[src/rtl/pci_acq_pkg.sv]
package pci_acq_pkg;

  typedef enum logic [1:0] {
    ST_QUIET = 2'd0,
    ST_ASK   = 2'd1,
    ST_HOLD  = 2'd2,
    ST_OWNED = 2'd3
  } acq_state_t;

  typedef enum logic [1:0] {
    PH_IDLE  = 2'b00,
    PH_LAST  = 2'b01,
    PH_STALL = 2'b10,
    PH_XFER  = 2'b11
  } bus_phase_t;

endpackage

[src/rtl/pci_acq_phase.sv]
module pci_acq_phase
  import pci_acq_pkg::*;
(
  input  logic       clk,
  input  logic       rst,
  input  logic       frame_n,
  input  logic       irdy_n,
  output logic       idle_now,
  output bus_phase_t phase_q
);

  bus_phase_t phase_now;

  always_comb begin
    unique case ({frame_n, irdy_n})
      2'b11:   phase_now = PH_IDLE;
      2'b10:   phase_now = PH_LAST;
      2'b01:   phase_now = PH_STALL;
      default: phase_now = PH_XFER;
    endcase
  end

  assign idle_now = (phase_now == PH_IDLE);

  always_ff @(posedge clk) begin
    if (rst) phase_q <= PH_IDLE;
    else     phase_q <= phase_now;
  end

endmodule

[src/rtl/pci_acq_fsm.sv]
module pci_acq_fsm
  import pci_acq_pkg::*;
(
  input  logic clk,
  input  logic rst,
  input  logic want_bus,
  input  logic gnt_n,
  input  logic idle_now,
  output logic req_n_q,
  output logic start_q,
  output logic enter_hold,
  output logic stay_hold,
  output logic fire,
  output logic in_hold
);

  acq_state_t state, state_nx;

  always_comb begin
    state_nx   = state;
    enter_hold = 1'b0;
    stay_hold  = 1'b0;
    fire       = 1'b0;
    unique case (state)
      ST_QUIET: if (want_bus) state_nx = ST_ASK;
      ST_ASK: begin
        if (!want_bus) state_nx = ST_QUIET;
        else if (!gnt_n && idle_now) begin
          fire     = 1'b1;
          state_nx = ST_OWNED;
        end else if (!gnt_n) begin
          enter_hold = 1'b1;
          state_nx   = ST_HOLD;
        end
      end
      ST_HOLD: begin
        if (!want_bus) state_nx = ST_QUIET;
        else if (gnt_n) state_nx = ST_ASK;
        else if (idle_now) begin
          fire     = 1'b1;
          state_nx = ST_OWNED;
        end else stay_hold = 1'b1;
      end
      default: if (!want_bus) state_nx = ST_QUIET;
    endcase
  end

  assign in_hold = (state == ST_HOLD);

  always_ff @(posedge clk) begin
    if (rst) begin
      state   <= ST_QUIET;
      req_n_q <= 1'b1;
      start_q <= 1'b0;
    end else begin
      state   <= state_nx;
      req_n_q <= !(state_nx == ST_ASK || state_nx == ST_HOLD);
      start_q <= fire;
    end
  end

endmodule

[src/rtl/pci_acq_lat.sv]
module pci_acq_lat #(
  parameter int LAT_W    = 8,
  parameter bit SATURATE = 1'b1
) (
  input  logic             clk,
  input  logic             rst,
  input  logic             enter_hold,
  input  logic             stay_hold,
  input  logic             fire,
  input  logic             in_hold,
  output logic [LAT_W-1:0] lat_q
);

  localparam logic [LAT_W-1:0] LAT_MAX = {LAT_W{1'b1}};
  localparam logic [LAT_W-1:0] LAT_ONE = {{(LAT_W-1){1'b0}}, 1'b1};

  logic [LAT_W-1:0] cnt, cnt_inc;

  generate
    if (SATURATE) begin : g_sat
      assign cnt_inc = (cnt == LAT_MAX) ? LAT_MAX : cnt + LAT_ONE;
    end else begin : g_wrap
      assign cnt_inc = cnt + LAT_ONE;
    end
  endgenerate

  always_ff @(posedge clk) begin
    if (rst) begin
      cnt   <= '0;
      lat_q <= '0;
    end else begin
      if (enter_hold)     cnt <= LAT_ONE;
      else if (stay_hold) cnt <= cnt_inc;
      else                cnt <= '0;
      if (fire) lat_q <= in_hold ? cnt : '0;
    end
  end

endmodule

[src/rtl/pci_acq_ctrl.sv]
module pci_acq_ctrl
  import pci_acq_pkg::*;
#(
  parameter int LAT_W = 8
) (
  input  logic             clk,
  input  logic             rst,
  input  logic             want_bus,
  input  logic             gnt_n,
  input  logic             frame_n,
  input  logic             irdy_n,
  output logic             req_n,
  output logic             start_o,
  output logic [1:0]       phase_o,
  output logic [LAT_W-1:0] lat_o
);

  logic       idle_now, enter_hold, stay_hold, fire, in_hold;
  bus_phase_t phase_q;

  pci_acq_phase u_phase (
    .clk(clk), .rst(rst), .frame_n(frame_n), .irdy_n(irdy_n),
    .idle_now(idle_now), .phase_q(phase_q)
  );

  pci_acq_fsm u_fsm (
    .clk(clk), .rst(rst), .want_bus(want_bus), .gnt_n(gnt_n),
    .idle_now(idle_now), .req_n_q(req_n), .start_q(start_o),
    .enter_hold(enter_hold), .stay_hold(stay_hold), .fire(fire),
    .in_hold(in_hold)
  );

  pci_acq_lat #(.LAT_W(LAT_W), .SATURATE(1'b1)) u_lat (
    .clk(clk), .rst(rst), .enter_hold(enter_hold), .stay_hold(stay_hold),
    .fire(fire), .in_hold(in_hold), .lat_q(lat_o)
  );

  assign phase_o = phase_q;

endmodule

[config.mk]
export PLATFORM = sky130hd
export DESIGN_NAME = pci_acq_ctrl
export DESIGN_NICKNAME = d
export VERILOG_FILES = /design/src/rtl/pci_acq_pkg.sv /design/src/rtl/pci_acq_phase.sv /design/src/rtl/pci_acq_fsm.sv /design/src/rtl/pci_acq_lat.sv /design/src/rtl/pci_acq_ctrl.sv
export SDC_FILE = /design/constraint.sdc
export NUM_CORES = 1
export LEC_CHECK = 0
export ABC_AREA = 1
export BUFFER_PORTS_ARGS = -buffer_cell sky130_fd_sc_hd__buf_2
export CAP_MARGIN = 20
export CORE_AREA = 2 2 51 53
export CTS_CLUSTER_DIAMETER = 200
export DETAILED_ROUTE_END_ITERATION = 8
export DIE_AREA = 0 0 53 55
export GPL_ROUTABILITY_DRIVEN = 0
export PLACE_DENSITY = 0.73
export SYNTH_ARGS = -nofsm -noshare
export SYNTH_HDL_FRONTEND = slang
export SYNTH_SLANG_ARGS = --single-unit
export TNS_END_PERCENT = 1
[constraint.sdc]
create_clock -name clk -period 3.45 [get_ports clk]
set_clock_uncertainty 0.2 [all_clocks]
set_input_delay 0.1725 -clock clk [delete_from_list [all_inputs] [get_ports clk]]
set_output_delay 0.1725 -clock clk [all_outputs]
set_load 0.02 [all_outputs]
==> results_dict.tcl <==
set metrics [dict create \
    maxCapViolations 0 \
    yosys-top-cells-count "sky130_fd_sc_hd__dfxtp_1, sky130_fd_sc_hd__nand2_1, sky130_fd_sc_hd__nand3_1" \
    grt_setup_unrepaired "no" \
    cts.path.max_buffers 2 \
    post-dp-hpwl_um 1674 \
    worstReg2RegEnd "u_fsm.req_n_q$_SDFF_PP1_" \
    cts_sinks 22 \
    ys.warnings.count 0 \
    synth_area_um2 1105 \
    floorplan.initialDensity_pct 46.72 \
    hp-start "want_bus" \
    postLayoutCellArea_um2 1309 \
    synth_cells 131 \
    internal_power_mw 0.3412 \
    post_drt_wl_per_cell_um 11.45 \
    synth_top_flop_cell "sky130_fd_sc_hd__dfxtp_1" \
    core.rowCount 18 \
    power.share.clock_pct 31.0 \
    clock_period_minus_final_worst_setup_slack_ps 1867 \
    required_ps 3440 \
    pwr_density_cell_nw_per_um2 344.1 \
    final-hold-violation-count 0 \
    clock_tree.htree_level_count 1 \
    die_area_um2 2915 \
    synthesis.nets 142 \
    global_route.overflow_total 0 \
    worst-endpoint-arrival_ps 1860 \
    post-place-ws_ps 1639 \
    portion_of_the_clock_cycle_consumed_by_the_worst_path_in_the_final_layout_pct 54.11 \
    top_level_pins 18 \
    vias 933 \
    synth.lib_cells_used.distinct 26 \
    postSynth.asyncResetShare_pct 0 \
    synth-edff-count 0 \
    share_seq_of_total_power_pct 58.0 \
    crit_path_frequent_cell "sky130_fd_sc_hd__nand2_1" \
    fmaxAchievable_mhz 535.7 \
    postRouteWirelength_um 2130 \
    timing.critical_path.fanout_max 7 \
    run_status "completed" \
    hold_class "input pin to flip-flop" \
    regToRegSetupSlack_ps 1580 \
    cts_made_buffers 3 \
    worst_setup_path_start_kind "flip-flop" \
    post_route_cells_drive_above_1_share_pct 28.21 \
    die_x_um 53 \
    gr-usage-all-layers_pct 16.53 \
    cp_cell_sequence "inv_1 -> ha_1 -> inv_2 -> nand2_1 -> nand3_1 -> nand2_1 -> nand2_2 -> nand2_1 -> nand2_1 -> nand3_1" \
    post-cts-setup-buffer-count 0 \
    endpoint_kind "flip-flop" \
    timing.final.max_slew_violations 0 \
    criticalPathCategory "flip-flop to flip-flop" \
    fp.coreArea_um2 2365 \
    num-nets-final 168 \
    clock-root-buffer "sky130_fd_sc_hd__clkbuf_4" \
    power.switching_fraction_pct 24.25 \
    grt_start_max_net_pins 13 \
    cts.reportedPaths.clkPinSlew_ps 120 \
    postSynthAreaPerCell_um2 8.434 \
    first_global_vias 839 \
    final-setup-viol-count 0 \
    critical-path-max-stage-delay_ps 460 \
    antenna_found_initial 0 \
    clock_latency_on_the_worst_skew_pair_ps 300 \
    routed_antenna_nets 0 \
    worst-r2r-cell-count 10 \
    n_antenna_cell 0 \
    ys_seq_elements 22 \
    grt_first_pass_wirelength_um 3532 \
    cellLeakagePower_nw 0.5765 \
    max_slew_headroom_pct 74.96 \
    number_of_buffer_cells_added_on_primary_ports 17 \
    share_comb_of_total_power_pct 10.9 \
    synth.top_cells.by_area "sky130_fd_sc_hd__dfxtp_1, sky130_fd_sc_hd__nand3_1, sky130_fd_sc_hd__nand2_1" \
    post_dp_cell_area_um2 1212 \
    drt_first_pass_iters 4 \
    setup_total_negative_slack_ps 0 \
    min_path_cells 3 \
    drcViolationCount 0 \
    peakVddDrop_mv 0.1971 \
    cts_tree "yes" \
    whs_endpoint "u_fsm.state[0]$_SDFF_PP0_" \
    dieHeight_um 55 \
    worst_path_max_delay_cell "sky130_fd_sc_hd__dfxtp_1" \
    detailedRoute.firstIterationViolations 17 \
    yosys.area.top_type "sky130_fd_sc_hd__dfxtp_1" \
    fin_ws_ps 1583 \
    power.net_switching_mw 0.1092 \
    avgViaCountPerCell 5.016 \
    worstMarginPinSlew_ps 375.2 \
    r2r-start "u_fsm.state[0]$_SDFF_PP0_" \
    cts_repair_resize_count 0 \
    synth.yosys.seq_area_share_pct 39.86 \
    netlist.area_leader.share_pct 39.86 \
    synthToLayoutAreaGrowth_pct 18.46 \
    finish.utilization_pct 55.34 \
]
[metrics by stage]
step | power, mW | instances | hold slack (ps)
3_5_place_dp | 0.3109 | 176 | 162.3
2_1_floorplan | 0.2992 | 131 | 39.19
5_1_grt | 0.4769 | 186 | 55.12
4_1_cts | 0.4544 | 186 | 49.88
6_report | 0.4504 | 186 | 53.92
3_3_place_gp | 0.3097 | 176 | 156.3
[registers in the layout (all words and copies together) (netlist names)]
signal           cells
u_fsm.req_n_q        1
u_fsm.start_q        1
u_fsm.state          2
u_lat.cnt            8
u_lat.lat_q          8
u_phase.phase_q      2
[cell type report]
type / count / area, µm²
clock buffer: 4 / 36.28
multi-input combinational: 88 / 570.5
tap: 30 / 37.54
fill: 217 / 1056
sequential: 22 / 440.4
inverter: 19 / 78.83
timing repair buffer: 23 / 145.1
[per-layer routing]
| metal | GRT usage, % | share of wire [%] | vias to the layer above |
|---|---|---|---|
| li1 | - | - | 490 |
| met1 | 19.08 | 46 | 425 |
| met2 | 30.00 | 50 | 16 |
| met3 | 2.957 | 3.9 | 2 |
| met4 | 7.265 | 0.70 | 0 |
| met5 | 0 | 0 | - |
[power groups by stage]
stage	Combinational (mW)	Sequential, mW	Clock (mW)
after floorplan	0.0294	0.270	0
after global placement	0.0429	0.267	0
after detailed placement	0.0442	0.267	0
after CTS	0.0496	0.261	0.144
after global routing	0.0555	0.262	0.159
final	0.0493	0.261	0.140
[worst max-delay path: cells and delay by family, from the launching register on]
family	cells	cell delay, ps
DFF	1	460
and+or+nand+nor	7	450
adders and majority gates	1	330
buffers and inverters	2	310
[placed cells by master (no fill, tap or decap)]
cell type and count:
sky130_fd_sc_hd__a21oi_1 5, sky130_fd_sc_hd__a31oi_1 1, sky130_fd_sc_hd__buf_2 17, sky130_fd_sc_hd__clkbuf_4 3, sky130_fd_sc_hd__clkbuf_8 1, sky130_fd_sc_hd__clkinv_4 1, sky130_fd_sc_hd__dfxtp_1 22, sky130_fd_sc_hd__dlygate4sd3_1 6
sky130_fd_sc_hd__ha_1 5, sky130_fd_sc_hd__inv_1 13, sky130_fd_sc_hd__inv_2 4, sky130_fd_sc_hd__inv_4 1, sky130_fd_sc_hd__nand2_1 22, sky130_fd_sc_hd__nand2_2 2, sky130_fd_sc_hd__nand3_1 18, sky130_fd_sc_hd__nand3_2 2
sky130_fd_sc_hd__nand4_4 2, sky130_fd_sc_hd__nor2_1 11, sky130_fd_sc_hd__nor2_2 1, sky130_fd_sc_hd__nor2_4 1, sky130_fd_sc_hd__nor3_1 1, sky130_fd_sc_hd__nor3_4 2, sky130_fd_sc_hd__nor4_1 1, sky130_fd_sc_hd__o21ai_0 4
sky130_fd_sc_hd__o21bai_1 1, sky130_fd_sc_hd__o31ai_2 6, sky130_fd_sc_hd__or2_2 1, sky130_fd_sc_hd__xor2_1 2
[logic make-up (layout without fill, tap and decap cells)]
family                   after synthesis  after routing  synth area share [%]
flip-flops                            22             22                 39.86
adder cells (fa/ha/maj)                5              5                 5.663
AND/OR/NAND/NOR                       64             64                 32.28
buffers and inverters                 21             46                 8.494
AO/OA/AOI/OAI                         17             17                 12.12
XOR/XNOR                               2              2                 1.586
[repair_timing]
action / CTS / global route
setup endpoints to repair: 0 / 0
hold buffers: 6 / 0
endpoints found under the hold margin: 6 / 0
[how the worst max path moves through the flow]
stage,startpoint,endpoint,slack [ps],cells after the start
final,u_fsm.state[0]$_SDFF_PP0_,u_fsm.req_n_q$_SDFF_PP1_,1580,10
after global routing,u_fsm.state[0]$_SDFF_PP0_,u_fsm.req_n_q$_SDFF_PP1_,1430,10
after CTS,u_fsm.state[0]$_SDFF_PP0_,u_fsm.req_n_q$_SDFF_PP1_,1600,10
after detailed placement,u_fsm.state[0]$_SDFF_PP0_,u_fsm.req_n_q$_SDFF_PP1_,1640,10
after global placement,u_fsm.state[0]$_SDFF_PP0_,u_fsm.req_n_q$_SDFF_PP1_,1650,10
after floorplan,u_fsm.state[0]$_SDFF_PP0_,u_fsm.req_n_q$_SDFF_PP1_,1830,10
(Power assumes the default switching activity.)
